--- src/rtl/gei_pkg.sv ---
`timescale 1ns/1ps
package gei_pkg;
  localparam int CW_W      = 9;
  localparam int EDGE_LSB  = 3;
  localparam int EDGE_W    = 2;
  localparam int DBLEN_LSB = 5;
  localparam int DBLEN_W   = 3;
  localparam int DBEN_BIT  = 8;

  typedef enum logic [EDGE_W-1:0] {
    EDGE_OFF  = 2'd0,
    EDGE_RISE = 2'd1,
    EDGE_FALL = 2'd2,
    EDGE_BOTH = 2'd3
  } edge_sel_e;

  typedef struct packed {
    logic               db_en;
    logic [DBLEN_W-1:0] db_len;
    edge_sel_e          edge_sel;
  } pin_cfg_t;

  function automatic pin_cfg_t unpack_cfg(input logic [CW_W-1:0] w);
    pin_cfg_t c;
    c.db_en    = w[DBEN_BIT];
    c.db_len   = w[DBLEN_LSB +: DBLEN_W];
    c.edge_sel = edge_sel_e'(w[EDGE_LSB +: EDGE_W]);
    return c;
  endfunction
endpackage

--- src/rtl/gei_debounce.sv ---
`timescale 1ns/1ps
module gei_debounce #(
  parameter int LEN_W = 3
) (
  input  logic             clk,
  input  logic             rst,
  input  logic             tick,
  input  logic             raw,
  input  logic             db_en,
  input  logic [LEN_W-1:0] db_len,
  output logic             filt_o
);
  localparam int CNT_W = (1 << LEN_W) - 1;

  logic [CNT_W-1:0] cnt_q;
  logic [CNT_W-1:0] limit;
  logic             filt_q;

  assign limit  = CNT_W'((1 << db_len) - 1);
  assign filt_o = filt_q;

  always_ff @(posedge clk) begin
    if (rst) begin
      filt_q <= 1'b0;
      cnt_q  <= '0;
    end else if (!db_en) begin
      filt_q <= raw;
      cnt_q  <= '0;
    end else if (raw == filt_q) begin
      cnt_q  <= '0;
    end else if (tick) begin
      if (cnt_q >= limit) begin
        filt_q <= raw;
        cnt_q  <= '0;
      end else begin
        cnt_q  <= cnt_q + 1'b1;
      end
    end
  end

  // with the filter on, nothing moves the output between ticks
  a_r8_hold_between_ticks: assert property (@(posedge clk) disable iff (rst)
    (db_en && !tick) |=> $stable(filt_q));

  // the output only ever moves toward the raw level
  a_r8_moves_to_raw: assert property (@(posedge clk) disable iff (rst)
    (db_en && (raw == filt_q)) |=> $stable(filt_q));

  // with the filter off the output is the raw input one clock later
  a_r9_bypass_follows: assert property (@(posedge clk) disable iff (rst)
    !db_en |=> (filt_q == $past(raw)));
endmodule

--- src/rtl/gei_edge_detect.sv ---
`timescale 1ns/1ps
module gei_edge_detect
  import gei_pkg::*;
(
  input  logic      clk,
  input  logic      rst,
  input  logic      filt,
  input  edge_sel_e sel,
  output logic      hit_o
);
  logic prev_q;
  logic rise;
  logic fall;

  always_ff @(posedge clk) begin
    if (rst) prev_q <= 1'b0;
    else     prev_q <= filt;
  end

  assign rise = filt & ~prev_q;
  assign fall = ~filt & prev_q;

  always_comb begin
    unique case (sel)
      EDGE_RISE: hit_o = rise;
      EDGE_FALL: hit_o = fall;
      EDGE_BOTH: hit_o = rise | fall;
      default:   hit_o = 1'b0;
    endcase
  end

  // a hit only happens when the filtered level has just changed
  a_r2_hit_needs_change: assert property (@(posedge clk) disable iff (rst)
    hit_o |-> (filt != $past(filt)));

  // rising-only selection never reports a falling level
  a_r2_rise_is_high: assert property (@(posedge clk) disable iff (rst)
    (hit_o && sel == EDGE_RISE) |-> filt);

  // falling-only selection never reports a rising level
  a_r2_fall_is_low: assert property (@(posedge clk) disable iff (rst)
    (hit_o && sel == EDGE_FALL) |-> !filt);
endmodule

--- src/rtl/gei_status_mask.sv ---
`timescale 1ns/1ps
module gei_status_mask #(
  parameter int NPINS = 32
) (
  input  logic             clk,
  input  logic             rst,
  input  logic [NPINS-1:0] set_vec,
  input  logic             clr_we,
  input  logic [NPINS-1:0] clr_bits,
  input  logic             mset_we,
  input  logic [NPINS-1:0] mset_bits,
  input  logic             mclr_we,
  input  logic [NPINS-1:0] mclr_bits,
  output logic [NPINS-1:0] status_o,
  output logic [NPINS-1:0] mask_o,
  output logic             irq_o
);
  logic [NPINS-1:0] status_q, status_d;
  logic [NPINS-1:0] mask_q, mask_d;
  logic [NPINS-1:0] clr_eff, mset_eff, mclr_eff;
  logic             irq_q;

  assign clr_eff  = clr_we  ? clr_bits  : '0;
  assign mset_eff = mset_we ? mset_bits : '0;
  assign mclr_eff = mclr_we ? mclr_bits : '0;

  // new edges are OR-ed in after the clear, so a coincident edge survives
  assign status_d = (status_q & ~clr_eff) | set_vec;
  assign mask_d   = (mask_q & ~mclr_eff) | mset_eff;

  always_ff @(posedge clk) begin
    if (rst) begin
      status_q <= '0;
      mask_q   <= '1;
      irq_q    <= 1'b0;
    end else begin
      status_q <= status_d;
      mask_q   <= mask_d;
      irq_q    <= |(status_d & ~mask_d);
    end
  end

  assign status_o = status_q;
  assign mask_o   = mask_q;
  assign irq_o    = irq_q;

  // reset state
  a_r1_reset_state: assert property (@(posedge clk)
    rst |=> (status_q == '0 && mask_q == '1 && !irq_q));

  // status bits never drop without a clear write
  a_r3_sticky: assert property (@(posedge clk) disable iff (rst)
    !clr_we |=> (($past(status_q) & ~status_q) == '0));

  // a clear write empties the selected bits that had no new edge
  a_r4_clear_done: assert property (@(posedge clk) disable iff (rst)
    clr_we |=> ((status_q & $past(clr_bits & ~set_vec)) == '0));

  // an edge always lands, even beside a clear
  a_r5_set_wins: assert property (@(posedge clk) disable iff (rst)
    (|set_vec) |=> ((status_q & $past(set_vec)) == $past(set_vec)));

  // mask bits only rise through the set port
  a_r6_mask_rise_by_set: assert property (@(posedge clk) disable iff (rst)
    !mset_we |=> ((mask_q & ~$past(mask_q)) == '0));

  // the set port wins over the clear port
  a_r6_mask_set_wins: assert property (@(posedge clk) disable iff (rst)
    mset_we |=> ((mask_q & $past(mset_bits)) == $past(mset_bits)));

  // interrupt line agrees with the registered status and mask
  a_r7_irq_consistent: assert property (@(posedge clk) disable iff (rst)
    irq_q == (|(status_q & ~mask_q)));
endmodule

--- src/rtl/gpio_edge_irq_bank.sv ---
`timescale 1ns/1ps
module gpio_edge_irq_bank
  import gei_pkg::*;
#(
  parameter int NPINS = 32,
  parameter int IDX_W = (NPINS > 1) ? $clog2(NPINS) : 1
) (
  input  logic             clk,
  input  logic             rst,
  input  logic             ms_tick,
  input  logic [NPINS-1:0] pin_raw,
  input  logic             cfg_we,
  input  logic [IDX_W-1:0] cfg_pin,
  input  logic [CW_W-1:0]  cfg_word,
  input  logic             stat_clr_we,
  input  logic [NPINS-1:0] stat_clr_bits,
  input  logic             mask_set_we,
  input  logic [NPINS-1:0] mask_set_bits,
  input  logic             mask_clr_we,
  input  logic [NPINS-1:0] mask_clr_bits,
  output logic [NPINS-1:0] status_o,
  output logic [NPINS-1:0] mask_o,
  output logic             irq_o
);
  pin_cfg_t         cfg_new;
  pin_cfg_t         cfg_q [NPINS];
  logic [NPINS-1:0] filt;
  logic [NPINS-1:0] hit;
  logic             unused_cfg_low;

  assign cfg_new        = unpack_cfg(cfg_word);
  assign unused_cfg_low = ^cfg_word[EDGE_LSB-1:0];

  for (genvar i = 0; i < NPINS; i++) begin : g_pin
    always_ff @(posedge clk) begin
      if (rst) begin
        cfg_q[i] <= '0;
      end else if (cfg_we && (cfg_pin == IDX_W'(i))) begin
        cfg_q[i] <= cfg_new;
      end
    end

    gei_debounce #(.LEN_W(DBLEN_W)) u_db (
      .clk    (clk),
      .rst    (rst),
      .tick   (ms_tick),
      .raw    (pin_raw[i]),
      .db_en  (cfg_q[i].db_en),
      .db_len (cfg_q[i].db_len),
      .filt_o (filt[i])
    );

    gei_edge_detect u_edge (
      .clk   (clk),
      .rst   (rst),
      .filt  (filt[i]),
      .sel   (cfg_q[i].edge_sel),
      .hit_o (hit[i])
    );

    // a pin whose edge selection is off never raises its status bit
    a_r2_off_pin_quiet: assert property (@(posedge clk) disable iff (rst)
      (cfg_q[i].edge_sel == EDGE_OFF && !status_o[i]) |=> !status_o[i]);
  end

  gei_status_mask #(.NPINS(NPINS)) u_stat (
    .clk       (clk),
    .rst       (rst),
    .set_vec   (hit),
    .clr_we    (stat_clr_we),
    .clr_bits  (stat_clr_bits),
    .mset_we   (mask_set_we),
    .mset_bits (mask_set_bits),
    .mclr_we   (mask_clr_we),
    .mclr_bits (mask_clr_bits),
    .status_o  (status_o),
    .mask_o    (mask_o),
    .irq_o     (irq_o)
  );
endmodule

--- config.mk ---
export PLATFORM = sky130hd
export DESIGN_NAME = gpio_edge_irq_bank
export DESIGN_NICKNAME = d
export VERILOG_FILES = /design/src/rtl/gei_pkg.sv /design/src/rtl/gei_debounce.sv /design/src/rtl/gei_edge_detect.sv /design/src/rtl/gei_status_mask.sv /design/src/rtl/gpio_edge_irq_bank.sv
export SDC_FILE = /design/constraint.sdc
export NUM_CORES = 1
export LEC_CHECK = 0
export ABC_AREA = 1
export BUFFER_PORTS_ARGS = -buffer_cell sky130_fd_sc_hd__clkbuf_2
export CORE_MARGIN = 2
export CORE_UTILIZATION = 44
export DETAILED_ROUTE_END_ITERATION = 10
export PLACE_DENSITY = 0.6
export SKIP_CTS_REPAIR_TIMING = 1
export SYNTH_ARGS = -nofsm -noshare
export SYNTH_HDL_FRONTEND = slang
export SYNTH_SLANG_ARGS = --single-unit
--- constraint.sdc ---
create_clock -name clk -period 3.5 [get_ports clk]
set_input_delay 0.175 -clock clk [delete_from_list [all_inputs] [get_ports clk]]
set_output_delay 0.175 -clock clk [all_outputs]
set_load 0.01 [all_outputs]
Yosys cells after proc, flatten, opt, wreduce, memory -nomap -nowiden:

Memory sizes are Yosys's and may differ from the RTL's.
Cells that the tools add are included.

* flip-flop bits (word level): 353
* RAM bits: 192
* bits of input ports: 149
* output and inout port bits: 65
* logic and storage cells: 1138
* memories: 1

* add/sub/neg operators: 64
* order comparisons: 32
* equal/unequal tests: 255
* shift-type cells: 32
* muxes and demuxes: 325
* bitwise gates (word level): 232
* reduce and logical (&&, ||, !) cells: 98

Memories
* cfg_q: words 32, width 6, rd ports 32, clocked after Yosys merged registers in 0, write ports 32, RTL line gpio_edge_irq_bank.sv:26 `pin_cfg_t cfg_q [NPINS];`

Operator list (count)
* 2-to-1 mux 1 bit: 226
* adder 7 x 1 -> 7 bit, second input constant: 32
* greater-or-equal comparator 7 bit: 32
* 2-to-1 mux 7 bit: 32
* << shifter 1 x 3 -> 7 bit, first input constant: 32
* subtractor 7 x 2 -> 7 bit, second input constant: 32
* 2-to-1 mux 6 bit: 32
* inequality test 2 bit, second input constant: 96
* == test 2 bit, second input constant: 64
* bitwise AND 32 bit: 3
* 2-to-1 mux 32 bit: 3
* NOT 1 bit: 96
* NOT 32 bit: 3
* one-hot mux 1 bit (3 select lines): 32
* AND reduction 3 bit: 32
* OR reduction 3 bit: 32
* == test 5 bit, second input constant: 16
* bitwise AND 1 bit: 64
* == test 2 x 1 -> 1 bit, second input constant: 32
* OR 1 bit: 64
* OR 32 bit: 2
* == test 5 x 4 -> 1 bit, second input constant: 8
* == test 1 bit: 32
* logical AND 1 bit: 32
* 5 further kinds: 9

Depth between registers and ports, before layout:

* depth in word-level cells: 7
* depth in mapped cells: 16
* gate-level depth less buffers: 16

Cells and area by module:

Synthesis repeated with hierarchy kept, for this count alone.

* cells, all modules: 4445
* area, all modules: 33325.7 um^2

By module, submodules not included
* gei_debounce: instances 32, cells an instance 94, area an instance 636.9 um^2
* gpio_edge_irq_bank: instances 1, cells an instance 544, area an instance 7171.9 um^2
* gei_status_mask: instances 1, cells an instance 477, area an instance 2971.6 um^2
* gei_edge_detect: instances 32, cells an instance 13, area an instance 87.6 um^2

Worst setup path before layout:

Ideal clock, no wire load.

* kind: reg2reg
* from: memory cfg_q[1][70] (netlist bit)
* to: register g_pin[27].u_db.cnt_q[1]
* setup time: 0.078 ns
* arrival time: 2.172 ns
* setup slack: 1.250 ns
* cell stages (with the launch flop): 15
* buffers on the path: 0
* cells stage by stage: edfxtp_1 -> inv_1 -> nand3_1 -> ha_1 -> o21ai_0 -> o21ai_0 -> o211ai_1 -> ha_1 -> nand2_1 -> inv_1 -> nor3_1 -> nand2_1 -> o21ai_2 -> nand2_1 -> nor3_1

RTL lines
* start: declaration: RTL line gpio_edge_irq_bank.sv:26
* end signal: assignment: RTL line gei_debounce.sv:36 `cnt_q <= cnt_q + 1'b1;`
* end: declaration: RTL line gei_debounce.sv:15 `logic [CNT_W-1:0] cnt_q;`

==> flow_metrics.py <==
metrics = {
    "sta": {
        "fin_setup_tns_ps": 0,
        "tightestPinTransition_ps": 1260,
        "slew_headroom_pct": 15.4,
        "setup_viol": 0,
        "max_freq_mhz": 381,
        "rsz0062_at_grt": "no",
        "fin_worst_skew_ps": 16.3,
        "hold_violations": 0,
        "maxSlewViolCount": 0,
        "post-route-period-util_pct": 75.0,
        "timing.final.crit_period_ps": 2630,
    },
    "logic_synthesis": {
        "synth-seq-cells": 545,
        "synthTopCellsByCount": "nand2_1 (997), nor2_1 (607), inv_1 (410)",
        "synthXorXnorAreaFrac_pct": 4.99,
        "synth_warnings": 0,
        "synth_top_family_by_area": "simple AND/OR/NAND/NOR gates",
        "synth_most_common_cell": "nand2_1",
        "synth_compound_area_share_pct": 6.63,
        "synth-edff-count": 192,
        "synthArstFlopShare_pct": 0,
        "synth-adder-area-share_pct": 13.9,
        "synth_top_area_share_pct": 22.2,
        "synthMuxAreaShare_pct": 0,
        "synth_nets": 4558,
        "synth_flop_cell": "dfxtp_1",
        "synthesis.area_sq_mm": 0.0318,
        "synth_area_leaders": "dfxtp_1 (22%), edfxtp_1 (18%), ha_1 (14%)",
        "synth_simple_gate_area_share_pct": 27.9,
        "synth.largest_area_cell": "dfxtp_1",
        "yosysSeqAreaShare_pct": 40.4,
        "ys_types": 32,
        "synthesis.area_per_instance_sq_um": 7.83,
        "netlist_instances": 4057,
    },
    "pwr": {
        "p_per_area_mw_per_mm2": 425,
        "max-vdd-ir-drop_mv": 0.432,
        "p_total_mw": 15.8,
        "leakage_nw": 16.9,
    },
    "setup_path": {
        "endpoint_kind": "flop",
        "crit_required_ps": 4000,
        "startpoint_type": "flop",
        "arrival_ps": 3130,
        "slowest_delay_ps": 430,
        "path_class": "reg -> reg",
        "cp_slowest_cell": "edfxtp_1",
        "crit_fanout": 7,
        "path_cells": "inv_1, nand3_1, ha_1, o21ai_0, o21ai_0, o211ai_1, ha_1, a21oi_1, o21a_1, nand3_1, nand2_1, nand2_1, nor3b_1",
    },
    "grt": {
        "grt_pass1_wl_um": 125000,
        "grt_remaining_overflow": 0,
        "first_global_vias": 24120,
        "grt_util_all_layers_pct": 20.9,
        "grt_max_degree": 115,
        "antenna_found_initial": 6,
    },
    "cts": {
        "clk_path_buf_depth": 3,
        "cts_made_buffers": 66,
        "clock_latency_ps": 600,
        "clockRootBuffer": "clkbuf_16",
        "cts_tree": "done",
        "cts.sinks": 545,
        "clk_pin_slew_worst_paths_ps": 60,
        "htreeDepth": 3,
    },
    "die": {
        "die_y_um": 273,
        "start_util_pct": 44.5,
        "die_x_um": 273,
        "core_sq_mm": 0.0715,
        "std_cell_rows": 98,
        "dieArea_sq_mm": 0.0744,
        "io_pins": 214,
    },
    "placed_design": {
        "dpl_cell_area_sq_mm": 0.0338,
        "globalplace.congestion": 0.813,
        "io_buffers": 210,
        "hpwl_um": 55800,
    },
    "detailed_routing": {
        "first_iter_violations": 1519,
        "avgViaCountPerCell": 4.98,
        "vias": 26953,
        "routedWlPerCell_um": 14.8,
        "dr.pass1.iters": 5,
        "wirelength_um": 80000,
        "drcViolationCount": 0,
        "drtAntennaViolNets": 0,
    },
    "layout": {
        "final_area_sq_mm": 0.0373,
        "nNetsFinal": 4911,
        "area_growth_syn_to_layout_pct": 17.2,
        "fillCellCount": 6755,
        "drive_gt1_share_pct": 8.54,
    },
    "worst_hold_path": {
        "holdCritPathClass": "in -> reg",
    },
    "run_status": {
        "status": "finished clean",
    },
    "job": {
        "cap_viol_max_count": 0,
    },
}
==> cell usage in the layout, fill, tap and decap left out, types with 69 or more instances in the layout <==
master         instances
clkbuf_16             69
xor2_1               130
nand4_1               89
clkbuf_2             208
dfxtp_1              353
nor2_1               606
ha_1                 352
nand3_1              261
nand2_1              997
edfxtp_1             192
inv_1                406
o21ai_0              193
a21oi_1              145
dlygate4sd3_1        129
==> power by group <==
group / internal [mW] / switching (mW)
sequential: 6.81 / 0.203
combinational: 0.757 / 1.24
clock: 4.11 / 2.71
total: 11.7 / 4.15
==> sequential cells by signal (all words and copies together) (netlist names) <==
| register | flops |
|---|---|
| cfg_q | 192 |
| u_stat.mask_o | 32 |
| g_pin.u_edge.prev_q | 32 |
| u_stat.status_o | 32 |
| u_stat.irq_o | 1 |
| g_pin.u_db.cnt_q | 224 |
| g_pin.u_db.filt_o | 32 |
==> worst max-delay path: cells and delay by family (launching register included) <==
kind | cells | cell delay, ps
adder cells (fa/ha/maj) | 2 | 510
flip-flops | 1 | 430
AO/OA/AOI/OAI | 5 | 690
AND/OR/NAND/NOR | 5 | 730
buffers and inverters | 1 | 180
==> layout make-up <==
type	instances	area, sq um	area share [%]
tap	950	1190	3.19
timing repair buffer	367	2570	6.91
clock buffer	95	1920	5.17
antenna	3	7.51	0.0201
inverter	412	1550	4.17
sequential	545	12800	34.4
multi-input combinational	3018	17000	45.5
clock inverter	24	220	0.591
==> per-stage QoR <==
| step | worst slack (ps) | instances | hold WS, ps | utilization (%) |
|---|---|---|---|---|
| after global placement | 970 | 5163 | 424 | 47.3 |
| after global routing | 490 | 5411 | 41.1 | 52.1 |
| after floorplan | 1250 | 4057 | 306 | - |
| final | 875 | 5414 | 56.8 | 52.1 |
| after CTS | 883 | 5282 | -214 | 50.3 |
| after detailed placement | 912 | 5163 | 427 | 47.3 |
==> path summary, 6_finish.rpt <==
path / startpoint / endpoint / slack (ps) / cells after the start
worst max-delay path: cfg_q[0][70] / g_pin[11].u_db.cnt_q[3] / 870 / 13
worst min-delay path: ms_tick / g_pin[29].u_db.cnt_q[0] / 60 / 3
worst max register to register: cfg_q[0][70] / g_pin[11].u_db.cnt_q[3] / 870 / 13
worst min register to register: g_pin[27].u_db.cnt_q[0] / g_pin[27].u_db.cnt_q[0] / 480 / 2
==> cells by family (layout without fill, tap and decap cells) <==
kind of cell	count (synthesis)	after routing
XOR/XNOR	181	181
buffers and inverters	494	898
AO/OA/AOI/OAI	392	392
adder cells (fa/ha/maj)	352	352
AND/OR/NAND/NOR	2093	2093
flip-flops	545	545
other	0	3
==> per-layer routing <==
metal	part of all wire, %	wire length (um)	global-route usage, %
met2	45	36300	34.1
met4	2.8	2240	6.30
met1	46	37100	28.1
met3	5.4	4330	4.19
met5	0.082	66	0
(Power assumes the default switching activity.)
